`config.mk`:
```
export PLATFORM = sky130hd
export DESIGN_NAME = xonflow_ctrl
export DESIGN_NICKNAME = d
export VERILOG_FILES = /design/src/rtl/xonflow_pkg.sv /design/src/rtl/xonflow_datapath.sv /design/src/rtl/xonflow_control.sv /design/src/rtl/xonflow_ctrl.sv
export SDC_FILE = /design/constraint.sdc
export NUM_CORES = 1
export LEC_CHECK = 0
export BUFFER_PORTS_ARGS = -buffer_cell sky130_fd_sc_hd__clkbuf_2
export CORE_ASPECT_RATIO = 1.75
export CORE_MARGIN = 2
export CORE_UTILIZATION = 60
export DETAILED_ROUTE_END_ITERATION = 8
export GPL_TIMING_DRIVEN = 0
export PLACE_DENSITY = 0.88
export SETUP_SLACK_MARGIN = 0.15
export SYNTH_ARGS = -nofsm -noshare
export SYNTH_HDL_FRONTEND = slang
export SYNTH_SLANG_ARGS = --single-unit
```
`constraint.sdc`:
```
create_clock -name clk -period 4.4 [get_ports clk]
set_clock_uncertainty 0.2 [all_clocks]
set_input_delay 0.88 -clock clk [delete_from_list [all_inputs] [get_ports clk]]
set_output_delay 0.88 -clock clk [all_outputs]
set_load 0.03 [all_outputs]
```
`src/rtl/xonflow_pkg.sv`:
```
package xonflow_pkg;
  localparam int CHAR_W = 8;
  localparam int MIN_LEN = 5;
  localparam int IDX_XON1 = 0;
  localparam int IDX_XON2 = 1;
  localparam int IDX_XOFF1 = 2;
  localparam int IDX_XOFF2 = 3;
  localparam int NUM_REGS = 4;

  typedef struct packed {
    logic holdLoad;
    logic pendLoad;
    logic wrRx;
    logic wrHeld;
    logic wrPend;
    logic insXon;
    logic insSecond;
  } strobeT;
endpackage

```
`src/rtl/xonflow_datapath.sv`:
```
module xonflow_datapath
  import xonflow_pkg::*;
(
  input  logic              clk,
  input  logic              rstN,
  input  logic              regWr,
  input  logic [1:0]        regAddr,
  input  logic [CHAR_W-1:0] regData,
  input  logic [1:0]        wordLen,
  input  logic [CHAR_W-1:0] rxData,
  input  strobeT            stb,
  output logic [NUM_REGS-1:0] hit,
  output logic [CHAR_W-1:0] fifoWrData,
  output logic [CHAR_W-1:0] insData
);
  logic [CHAR_W-1:0] xReg [NUM_REGS];
  logic [CHAR_W-1:0] maskV;
  logic [CHAR_W-1:0] heldByte;
  logic [CHAR_W-1:0] pendByte;

  always_comb begin
    for (int i = 0; i < CHAR_W; i++) maskV[i] = (i < MIN_LEN + int'(wordLen));
  end

  for (genvar g = 0; g < NUM_REGS; g++) begin : g_reg
    always_ff @(posedge clk or negedge rstN) begin
      if (!rstN) xReg[g] <= '0;
      else if (regWr && regAddr == 2'(g)) xReg[g] <= regData;
    end
    assign hit[g] = ((rxData ^ xReg[g]) & maskV) == '0;
  end

  always_ff @(posedge clk or negedge rstN) begin
    if (!rstN) begin
      heldByte <= '0;
      pendByte <= '0;
      fifoWrData <= '0;
    end else begin
      if (stb.holdLoad) heldByte <= rxData;
      if (stb.pendLoad) pendByte <= rxData;
      if (stb.wrHeld) fifoWrData <= heldByte;
      else if (stb.wrPend) fifoWrData <= pendByte;
      else if (stb.wrRx) fifoWrData <= rxData;
    end
  end

  always_comb begin
    if (stb.insXon) insData = stb.insSecond ? xReg[IDX_XON2] : xReg[IDX_XON1];
    else insData = stb.insSecond ? xReg[IDX_XOFF2] : xReg[IDX_XOFF1];
  end
endmodule

```
`src/rtl/xonflow_control.sv`:
```
module xonflow_control
  import xonflow_pkg::*;
#(
  parameter int LVL_W = 6
) (
  input  logic             clk,
  input  logic             rstN,
  input  logic [1:0]       rxMode,
  input  logic             specialEn,
  input  logic             autoEn,
  input  logic [LVL_W-1:0] trigLevel,
  input  logic [LVL_W-1:0] fifoLevel,
  input  logic             rxValid,
  input  logic [NUM_REGS-1:0] hit,
  input  logic             txLoad,
  input  logic             statusRead,
  output strobeT           stb,
  output logic             fifoWrEn,
  output logic             txPaused,
  output logic             txFifoPop,
  output logic             insValid,
  output logic             specialFlag
);
  logic holdActive, holdIsXoff, pendValid;
  logic insSecond, insXon, xoffSent;
  logic holdStart, startXoff, doPause, doResume, setFlag;
  logic modeSingle, modeDouble;

  assign modeSingle = (rxMode == 2'b01);
  assign modeDouble = rxMode[1];

  always_comb begin
    stb = '0;
    holdStart = 1'b0;
    startXoff = 1'b0;
    doPause = 1'b0;
    doResume = 1'b0;
    setFlag = 1'b0;
    stb.wrPend = pendValid;
    stb.insXon = insXon;
    stb.insSecond = insSecond;
    if (rxValid) begin
      if (modeSingle) begin
        if (hit[IDX_XOFF1]) doPause = 1'b1;
        else if (hit[IDX_XON1]) doResume = 1'b1;
        else stb.wrRx = 1'b1;
      end else if (modeDouble) begin
        if (holdActive) begin
          if (holdIsXoff && hit[IDX_XOFF2]) doPause = 1'b1;
          else if (!holdIsXoff && hit[IDX_XON2]) doResume = 1'b1;
          else begin
            stb.wrHeld = 1'b1;
            stb.pendLoad = 1'b1;
          end
        end else if (hit[IDX_XOFF1]) begin
          holdStart = 1'b1;
          startXoff = 1'b1;
        end else if (hit[IDX_XON1]) begin
          holdStart = 1'b1;
        end else begin
          stb.wrRx = 1'b1;
        end
      end else begin
        stb.wrRx = 1'b1;
        setFlag = specialEn && hit[IDX_XOFF2];
      end
    end
    stb.holdLoad = holdStart;
  end

  always_ff @(posedge clk or negedge rstN) begin
    if (!rstN) begin
      holdActive <= 1'b0;
      holdIsXoff <= 1'b0;
      pendValid <= 1'b0;
      fifoWrEn <= 1'b0;
      txPaused <= 1'b0;
      specialFlag <= 1'b0;
    end else begin
      fifoWrEn <= stb.wrRx | stb.wrHeld | stb.wrPend;
      pendValid <= stb.pendLoad;
      if (holdStart) begin
        holdActive <= 1'b1;
        holdIsXoff <= startXoff;
      end else if (rxValid) begin
        holdActive <= 1'b0;
      end
      if (doPause) txPaused <= 1'b1;
      else if (doResume) txPaused <= 1'b0;
      if (setFlag) specialFlag <= 1'b1;
      else if (statusRead) specialFlag <= 1'b0;
    end
  end

  always_ff @(posedge clk or negedge rstN) begin
    if (!rstN) begin
      insValid <= 1'b0;
      insSecond <= 1'b0;
      insXon <= 1'b0;
      xoffSent <= 1'b0;
    end else if (!insValid) begin
      if (autoEn && !xoffSent && fifoLevel > trigLevel) begin
        insValid <= 1'b1;
        insSecond <= 1'b0;
        insXon <= 1'b0;
        xoffSent <= 1'b1;
      end else if (xoffSent && fifoLevel < trigLevel) begin
        insValid <= 1'b1;
        insSecond <= 1'b0;
        insXon <= 1'b1;
        xoffSent <= 1'b0;
      end
    end else if (txLoad) begin
      if (insSecond) insValid <= 1'b0;
      else insSecond <= 1'b1;
    end
  end

  assign txFifoPop = txLoad && !insValid && !txPaused;
endmodule

```
`src/rtl/xonflow_ctrl.sv`:
```
module xonflow_ctrl
  import xonflow_pkg::*;
#(
  parameter int FIFO_DEPTH = 32,
  localparam int LVL_W = $clog2(FIFO_DEPTH + 1)
) (
  input  logic              clk,
  input  logic              rstN,
  input  logic              regWr,
  input  logic [1:0]        regAddr,
  input  logic [CHAR_W-1:0] regData,
  input  logic [1:0]        rxMode,
  input  logic              specialEn,
  input  logic              autoEn,
  input  logic [1:0]        wordLen,
  input  logic [LVL_W-1:0]  trigLevel,
  input  logic [LVL_W-1:0]  fifoLevel,
  input  logic              rxValid,
  input  logic [CHAR_W-1:0] rxData,
  output logic              fifoWrEn,
  output logic [CHAR_W-1:0] fifoWrData,
  input  logic              txLoad,
  output logic              txPaused,
  output logic              txFifoPop,
  output logic              insValid,
  output logic [CHAR_W-1:0] insData,
  input  logic              statusRead,
  output logic              specialFlag
);
  strobeT stb;
  logic [NUM_REGS-1:0] hit;

  xonflow_datapath dp_i (
    .clk(clk), .rstN(rstN), .regWr(regWr), .regAddr(regAddr), .regData(regData),
    .wordLen(wordLen), .rxData(rxData), .stb(stb), .hit(hit),
    .fifoWrData(fifoWrData), .insData(insData)
  );

  xonflow_control #(.LVL_W(LVL_W)) ctl_i (
    .clk(clk), .rstN(rstN), .rxMode(rxMode), .specialEn(specialEn), .autoEn(autoEn),
    .trigLevel(trigLevel), .fifoLevel(fifoLevel), .rxValid(rxValid), .hit(hit),
    .txLoad(txLoad), .statusRead(statusRead), .stb(stb), .fifoWrEn(fifoWrEn),
    .txPaused(txPaused), .txFifoPop(txFifoPop), .insValid(insValid),
    .specialFlag(specialFlag)
  );
endmodule

```
Yosys cells after proc, flatten, opt, wreduce, memory -nomap -nowiden. Cells that the tools add are included.

Reductions and logical operators: 29. Multiplexer cells: 61. Bitwise operators: 11. Equality and inequality tests: 5. Order comparisons: 10. $add $sub $neg: 1.

Operators by type and width (number): $lt 4x32->1 const A (4); $lt 3x32->1 const A (2); $mux 1 (54); $mux 8 (6); $and 8x8->8 (4); $logic_not 8->1 (4); $lt 2x32->1 const A (1); $xor 8x8->8 (4); $logic_and 1x1->1 (12); $reduce_bool 2->1 (4); $gt 6x6->1 (1); $lt 6x6->1 (1); $reduce_bool 3->1 (2); $add 3x2->4 const A (1); $eq 2x1->1 const B (2); $eq 2x2->1 const B (2); $logic_not 1->1 (4); $lt 1x4->1 const A (1); $reduce_and 2->1 (2); $mux 3 (1); $logic_not 2->1 (1); $ne 2x2->1 const B (1); $or 1x1->1 (2); $not 1->1 (1).

Bits in registers: 66. Logic and storage cells: 134. Input port bits: 42.

Logic depth before layout (Yosys ltp). Gate-level depths: netlist of the first run.

Depth after elaboration: 14. Gate-level depth with buffers: 8. Mapped depth without buffers: 8.

By module. From an unflattened synthesis of the first run, not the netlist that was laid out.

Cells, all modules: 289. Area, all modules: 3608.5 um^2.

Modules (own cells, without submodules): xonflow_datapath (sequential area each 1401.3 um^2, cells an instance 214, instances 1, area each 2881.5 um^2); xonflow_control (sequential area each 250.2 um^2, cells an instance 75, instances 1, area each 726.9 um^2).

Least setup slack after synthesis of the first run. No wires, ideal clock.

Path type: input port to flip-flop. From: input rxData[5]. To: register dp_i.fifoWrData[7]. Data arrival time: 2.551 ns. Stages: 8. Library setup time: 0.125 ns. Path slack: 1.524 ns. Buffers on the path: 2. Path through: buf_6 xnor2_1 o211ai_1 nor4b_4 nor3_4 buf_6 mux2_4 mux2_4.

RTL lines: from (decl) (line xonflow_ctrl.sv:19) `input logic [CHAR_W-1:0] rxData,`; to (signal assigned) (line xonflow_datapath.sv:41) `if (stb.wrHeld) fifoWrData <= heldByte;`; to (signal assigned) (line xonflow_datapath.sv:42) `else if (stb.wrPend) fifoWrData <= pendByte;`; to (signal assigned) (line xonflow_datapath.sv:43) `else if (stb.wrRx) fifoWrData <= rxData;`; to (decl) (line xonflow_datapath.sv:13) `output logic [CHAR_W-1:0] fifoWrData,`.

Final worst setup path of the first run.
From: register ctl_i.insXon. To: output insData[4].

Cells in the longest elaborated chain, start to end: 1.

RTL lines: from (decl) (line xonflow_control.sv:25) `logic insSecond, insXon, xoffSent;`; from (signal assigned) (line xonflow_control.sv:99) `insXon <= 1'b0;`; from (signal assigned) (line xonflow_control.sv:105) `insXon <= 1'b0;`; from (signal assigned) (line xonflow_control.sv:110) `insXon <= 1'b1;`; $mux 8 (line xonflow_datapath.sv:48) `if (stb.insXon) insData = stb.insSecond ? xReg[IDX_XON2] : xReg[IDX_XON1];`; to (decl) (line xonflow_ctrl.sv:26) `output logic [CHAR_W-1:0] insData,`.

No other way between the ends.

==> flow_summary.json, run 1 <==
{
  "unrepaired_setup_endpoints_after_global_routing": "no",
  "cp_data_required_time_ns": 3.32,
  "overflow": 0,
  "finalHoldViolations": 0,
  "die_width_um": 63.01,
  "route.detailed.drc": 0,
  "filler_cell_count": 444,
  "pin_count_of_the_biggest_net_entering_global_routing": 67,
  "floorplan.initialDensity": 0.6218,
  "post_synth_inst_count": 277,
  "ys_seq_elements": 66,
  "worstMarginPinSlew_ns": 0.8932,
  "critical_path.cell_chain": "clkbuf_1 > mux4_2 > clkbuf_2",
  "synth_top_area_cells": "dfrtp_1 45%, mux2_2 19%, xnor2_1 5.0%",
  "min-delay-path-class": "reg2reg",
  "synth-edff-count": 0,
  "syn_area_per_cell_um2": 13.20,
  "post-synth-top-area-fraction": 0.4517,
  "worstSetupPathType": "reg2out",
  "power_density_relative_to_cell_area_nw_per_um2": 466.4,
  "floorplan.die_area_um2": 6758,
  "synth_largest_area_cell": "dfrtp_1",
  "drv_slew": 0,
  "max-vdd-ir-drop_mv": 0.2888,
  "detail_route.vias_per_cell": 5.842,
  "cp_slowest_stage_delay_ns": 0.64,
  "postCtsSetupRepairBufs": 0,
  "cp_max_stage_cell": "mux4_2",
  "antenna_cells_inserted": 0,
  "hold_ws_ns": 0.3041,
  "cts_root_buf": "clkbuf_8",
  "multi_input_comb_area_um2": 1848,
  "grt_util_all_layers": 0.2541,
  "setup_slack_ns": 1.182,
  "die_y_um": 107.3,
  "cts_htree_levels": 3,
  "clock_pin_slew_of_the_registers_on_the_worst_case_setup_and_hold_paths_ns": 0.06,
  "layout-area-overhead-vs-synth_pct": 14.31,
  "postRouteWirelength_mm": 7.735,
  "port_buffers": 54,
  "ios": 63,
  "syn_area_um2": 3656,
  "cts-root-to-sink-buffers": 2,
  "stdcell_count": 423,
  "first_pass_drt_iterations": 4,
  "post-place-ws_ns": 1.250,
  "stages_on_worst_setup_path": 3,
  "slew-limit-headroom": 0.4045,
  "setup_total_negative_slack_ns": 0,
  "net-switching-power_mw": 0.6721,
  "core_um2": 5879,
  "cts_repair_resize_count": 0,
  "drtAntennaViolNets": 0,
  "cts_inserted_buffers": 9,
  "synth_top_flop_cell": "dfrtp_1",
  "synth_cell_types": 43,
  "final_core_util": 0.7108,
  "min_period_over_period": 0.7315,
  "worstPathBufferInverterCount": 2,
  "post_drt_wl_per_cell_um": 18.29,
  "initialDrtViolationCount": 142,
  "outcome": "finished clean",
  "clock-sinks": 66,
  "leakage_power_of_the_design_nw": 1.906,
  "finalCriticalPeriod_ns": 3.218,
  "layout_commonest_cell": "dfrtp_1",
  "final-setup-viol-count": 0,
  "p_seq_frac": 0.438,
  "cp.arrival_ns": 2.14,
  "cts_hold_buffers": 0,
  "maxClockFrequency_mhz": 310.7,
  "synth_seq_area_share": 0.4517,
  "internal_power_mw": 1.277,
  "synth-async-reset-ratio": 1.000,
  "rr_worst_depth": 7,
  "cts_tree": "yes",
  "power.clock.fraction": 0.214,
  "path_max_fanout": 10,
  "power.share.combinational": 0.348,
  "place_congestion": 0.8287,
  "layout_common_cells": "66 x dfrtp_1, 63 x mux2_2, 53 x clkbuf_2",
  "final_layout_size_suffix_gt1_frac": 0.4667,
  "worstSetupStartpointType": "flip-flop",
  "critical_path.top_delay_family": "buffers and inverters",
  "cap_violations": 0,
  "vias_in_the_first_global_route": 2677,
  "hpwl_mm": 5.922,
  "finalNetCount": 390,
  "dr_total_vias": 2471,
  "netSwitchingFraction": 0.3449,
  "min_delay_path_depth": 1,
  "layout.area.seq_um2": 1652,
  "rows": 37,
  "dpl.cell_count": 409,
  "antenna_violations_before_repair": 0,
  "syn_nets": 325,
  "yosys_warnings": 0,
  "endpoint_kind": "output pin",
  "clock_insertion_delay_worst_skew_ns": 0.35,
  "grt_pass1_wl_mm": 12.92
}
-- cell type report --
type,instances,area share
inverters,12,0.01078
repair buffers,54,0.06527
clock buffers,14,0.03653
plain buffers,13,0.02665
multi-input cells,186,0.4422
well taps,78,0.02335
flip-flops and latches,66,0.3952
-- metrics by stage --
stage	power [mW]	cell area [um^2]
6_report	1.949	4179
5_1_grt	2.051	4179
4_1_cts	1.967	4179
3_5_place_dp	1.544	4026
3_3_place_gp	1.509	4024
2_1_floorplan	1.343	3656
-- worst paths after layout --
path | slack, ns | endpoint | startpoint
max | 1.18 | insData[4] | ctl_i.insXon
min | 0.30 | dp_i.heldByte[3] | dp_i.heldByte[3]
max reg2reg | 1.90 | dp_i.fifoWrData[7] | dp_i.xReg[5]
min reg2reg | 0.30 | dp_i.heldByte[3] | dp_i.heldByte[3]
max in group asynchronous | 2.94 | ctl_i.xoffSent | rstN
min in group asynchronous | 0.47 | dp_i.xReg[8] | rstN
-- state kept, by name (all words and copies together) (netlist names) --
register           cells
ctl_i.insValid         1
ctl_i.xoffSent         1
dp_i.fifoWrData        8
ctl_i.txPaused         1
ctl_i.holdIsXoff       1
ctl_i.insXon           1
dp_i.xReg             32
dp_i.pendByte          8
dp_i.heldByte          8
ctl_i.pendValid        1
ctl_i.insSecond        1
ctl_i.specialFlag      1
ctl_i.fifoWrEn         1
ctl_i.holdActive       1
-- metal layers --
metal / global-route usage / vias to the layer above / part of all wire
li1: - / 1133 / -
met1: 0.2754 / 1238 / 0.36
met2: 0.4491 / 75 / 0.55
met3: 0.05230 / 25 / 0.044
met4: 0.1540 / 0 / 0.044
met5: 0 / - / 0
-- worst reg2reg max path, stage by stage, from the launching register on --
cell and delay [ns]:
dfrtp_1 0.40, xnor2_1 0.14, o211ai_1 0.30, nor4b_4 0.10, nor3_4 0.45, buf_6 0.23, mux2_4 0.31, mux2_4 0.25
-- power groups by stage --
stage          clock (mW)  sequential, mW  combinational [mW]
6_report            0.418           0.854               0.677
5_1_grt             0.456           0.872               0.724
4_1_cts             0.430           0.854               0.683
3_5_place_dp            0           0.865               0.679
3_3_place_gp            0           0.852               0.657
2_1_floorplan           0           0.870               0.474
-- Yosys cell counts, types with 2 or more instances --
library cell and number:
a211o_1 3, a21o_1 3, a21oi_1 5, buf_1 2, buf_2 2, buf_6 8
dfrtp_1 66, ha_1 6, inv_1 12, mux2_2 63, mux2_4 9, mux4_2 8
nand2_1 5, nand3_1 7, nand3b_1 3, nand4_1 2, nor2_1 4, nor2b_1 3
o211ai_1 4, o21ai_0 10, xnor2_1 21, xnor2_2 2, xor2_1 9
-- cell families (layout without fill, tap and decap cells) --
logic type,count (synthesis),after routing,synth area share
muxes,80,80,0.2803
DFF,66,66,0.4517
AOI/OAI and AO/OA,34,34,0.06331
and+or+nand+nor,34,34,0.06058
xor gates and xnor gates,32,32,0.08077
buffers and inverters,25,93,0.04278
adders and majority gates,6,6,0.02053
(Power assumes the default switching activity.)
==> inputs of run 2 (changes only) <==
ABC_AREA = 1   (was unset)
CORE_UTILIZATION = 51   (was 60)
PLACE_DENSITY = 0.79   (was 0.88)
clock period = 2.9 ns   (was 4.4 ns; I/O delays follow)
==> run 2 against run 1 <==
  * Setup slack got worse by 0.91 ns
  * Final cell count rose by 55%
  * Clock power rose to 2.5 times the previous value
  * Largest power group unchanged
==> flow_summary.json, run 2 <==
{
  "synth_top_flop_cell": "dfrtp_1",
  "layout_common_cells": "161 x nand2_1, 80 x o21ai_0, 66 x dfrtp_1",
  "synth_cell_types": 29,
  "drv_slew": 0,
  "path_max_fanout": 10,
  "finalNetCount": 614,
  "postRouteWirelength_mm": 9.227,
  "synth-edff-count": 0,
  "drtAntennaViolNets": 0,
  "largest-register": "dp_i.xReg",
  "cp_data_required_time_ns": 2.12,
  "stdcell_count": 654,
  "grt_util_all_layers": 0.2618,
  "cts_htree_levels": 3,
  "cp_slowest_stage_delay_ns": 0.43,
  "power.clock.fraction": 0.319,
  "post_route_cell_area_um2": 4369,
  "slew-limit-headroom": 0.3891,
  "yosys_warnings": 0,
  "dr_total_vias": 3448,
  "ys_seq_elements": 66,
  "r2r_setup_slack_ns": 0.91,
  "die_y_um": 116.2,
  "pin_count_of_the_biggest_net_entering_global_routing": 67,
  "leakage_power_of_the_design_nw": 2.290,
  "syn_area_per_cell_um2": 7.426,
  "setup_total_negative_slack_ns": 0,
  "netSwitchingFraction": 0.3685,
  "power_density_relative_to_cell_area_nw_per_um2": 759.2,
  "p_seq_frac": 0.371,
  "synth_top_area_cells": "dfrtp_1 45%, nand2_1 16%, o21ai_0 11%",
  "internal_power_mw": 2.095,
  "worstSetupStartpointType": "flip-flop",
  "worstMarginPinSlew_ns": 0.9164,
  "detail_route.vias_per_cell": 5.272,
  "layout.area.seq_um2": 1652,
  "hold_ws_ns": 0.1853,
  "dpl-instance-area_um2": 4081,
  "min_period_over_period": 0.9054,
  "cap_violations": 0,
  "floorplan.die_area_um2": 7914,
  "post_synth_inst_count": 494,
  "cp.arrival_ns": 1.85,
  "max-vdd-ir-drop_mv": 0.5234,
  "route.detailed.drc": 0,
  "final-setup-viol-count": 0,
  "cts_hold_buffers": 0,
  "hpwl_mm": 7.158,
  "clock-sinks": 66,
  "outcome": "finished clean",
  "finalHoldViolations": 0,
  "syn_nets": 542,
  "layout_commonest_cell": "nand2_1",
  "endpoint_of_the_lowest_slack_register_to_register_path": "dp_i.fifoWrData[5]",
  "cts_inserted_buffers": 9,
  "worstPathBufferInverterCount": 3,
  "ios": 63,
  "die_width_um": 68.11,
  "crit_path_start": "ctl_i.insSecond",
  "cts_root_buf": "clkbuf_16",
  "port_buffers": 61,
  "post-synth-top-area-fraction": 0.4502,
  "core_um2": 6907,
  "finalCriticalPeriod_ns": 2.626,
  "synth_seq_area_share": 0.4502,
  "grt_pass1_wl_mm": 15.48,
  "critical_path.top_delay_family": "buffers and inverters",
  "cp_max_stage_cell": "dfrtp_1",
  "post_drt_wl_per_cell_um": 14.11,
  "floorplan.initialDensity": 0.5312,
  "rows": 40,
  "initialDrtViolationCount": 200,
  "maxClockFrequency_mhz": 380.9,
  "syn_area_um2": 3669,
  "rr_startpoint": "dp_i.xReg[0]",
  "synth-async-reset-ratio": 1.000,
  "worstSetupPathType": "reg2out",
  "cts_tree": "yes",
  "multi_input_comb_area_um2": 1733,
  "unrepaired_setup_endpoints_after_global_routing": "no",
  "net-switching-power_mw": 1.222,
  "antenna_cells_inserted": 0,
  "rr_worst_depth": 8,
  "antenna_violations_before_repair": 0,
  "power.share.combinational": 0.309,
  "synth_common_cells": "161 x nand2_1, 80 x o21ai_0, 66 x dfrtp_1",
  "first_pass_drt_iterations": 4,
  "critical_path.cell_chain": "inv_1 > clkbuf_1 > nor2_1 > o22ai_1 > clkbuf_2",
  "max_ffs_per_register": 32,
  "vias_in_the_first_global_route": 3509,
  "final_layout_size_suffix_gt1_frac": 0.1702,
  "clock_pin_slew_of_the_registers_on_the_worst_case_setup_and_hold_paths_ns": 0.05,
  "clock_insertion_delay_worst_skew_ns": 0.33,
  "cts-root-to-sink-buffers": 2,
  "min-delay-path-class": "in2async",
  "endpoint_kind": "output pin",
  "overflow": 0,
  "filler_cell_count": 617,
  "yosysMostFrequentCell": "nand2_1",
  "layout-area-overhead-vs-synth_pct": 19.10,
  "place_congestion": 0.8718,
  "synth_largest_area_cell": "dfrtp_1",
  "dpl.cell_count": 639
}
[run 2: area by class of cell]
class                           instances  area share
Clock inverter                          3    0.009164
Inverter                               55     0.04725
Tap cell                               84     0.02406
Clock buffer                           12     0.05641
Sequential cell                        66      0.3780
Multi-Input combinational cell        358      0.3966
Timing Repair Buffer                   61     0.07045
Buffer                                 15     0.01804
[run 2: kinds of logic after synthesis]
logic type / Yosys count / synth area share
AO/OA/AOI/OAI: 101 / 0.1422
XOR/XNOR: 12 / 0.03070
adder cells (fa/ha/maj): 6 / 0.02046
buffers and inverters: 70 / 0.07742
flip-flops: 66 / 0.4502
AND/OR/NAND/NOR: 239 / 0.2790
[run 2: per-stage QoR]
step                power, mW  utilization  setup slack, ns
CTS                     3.316       0.6324           0.2588
finish                  3.317       0.6326           0.2744
global placement        2.222       0.5906           0.6127
global route            3.497       0.6326           0.1896
floorplan               1.923            -           0.6355
detailed placement      2.264       0.5909           0.5298
[run 2: power by group through the flow]
stage	clock [mW]	sequential, mW	combinational [mW]
final	1.06	1.23	1.03
after global routing	1.10	1.25	1.14
after CTS	1.06	1.23	1.03
after detailed placement	0	1.24	1.03
after global placement	0	1.23	0.990
after floorplan	0	1.24	0.682
[run 2: per-layer routing]
metal | wire length, um | part of all wire | vias up | GRT usage
met5 | 0 | 0 | - | 0
met4 | 352 | 0.038 | 0 | 0.1453
met3 | 323 | 0.035 | 24 | 0.04528
met2 | 5150 | 0.56 | 84 | 0.4861
met1 | 3400 | 0.37 | 1590 | 0.2639
li1 | - | - | 1750 | -
[run 2: what timing repair did]
item / 4_1_cts / 5_1_grt
setup buffers: 0 / 0
endpoints found under the setup margin: 0 / 2
resized for setup: 0 / 2
[run 2: how the worst max path moves through the flow]
| stage | cells past startpoint | end | slack, ns |
|---|---|---|---|
| after detailed placement | 13 | dp_i.fifoWrData[5] | 0.53 |
| after CTS | 5 | insData[7] | 0.26 |
| after global placement | 13 | dp_i.fifoWrData[3] | 0.61 |
| final | 5 | insData[1] | 0.27 |
| after floorplan | 4 | insData[6] | 0.64 |
| after global routing | 5 | insData[1] | 0.19 |
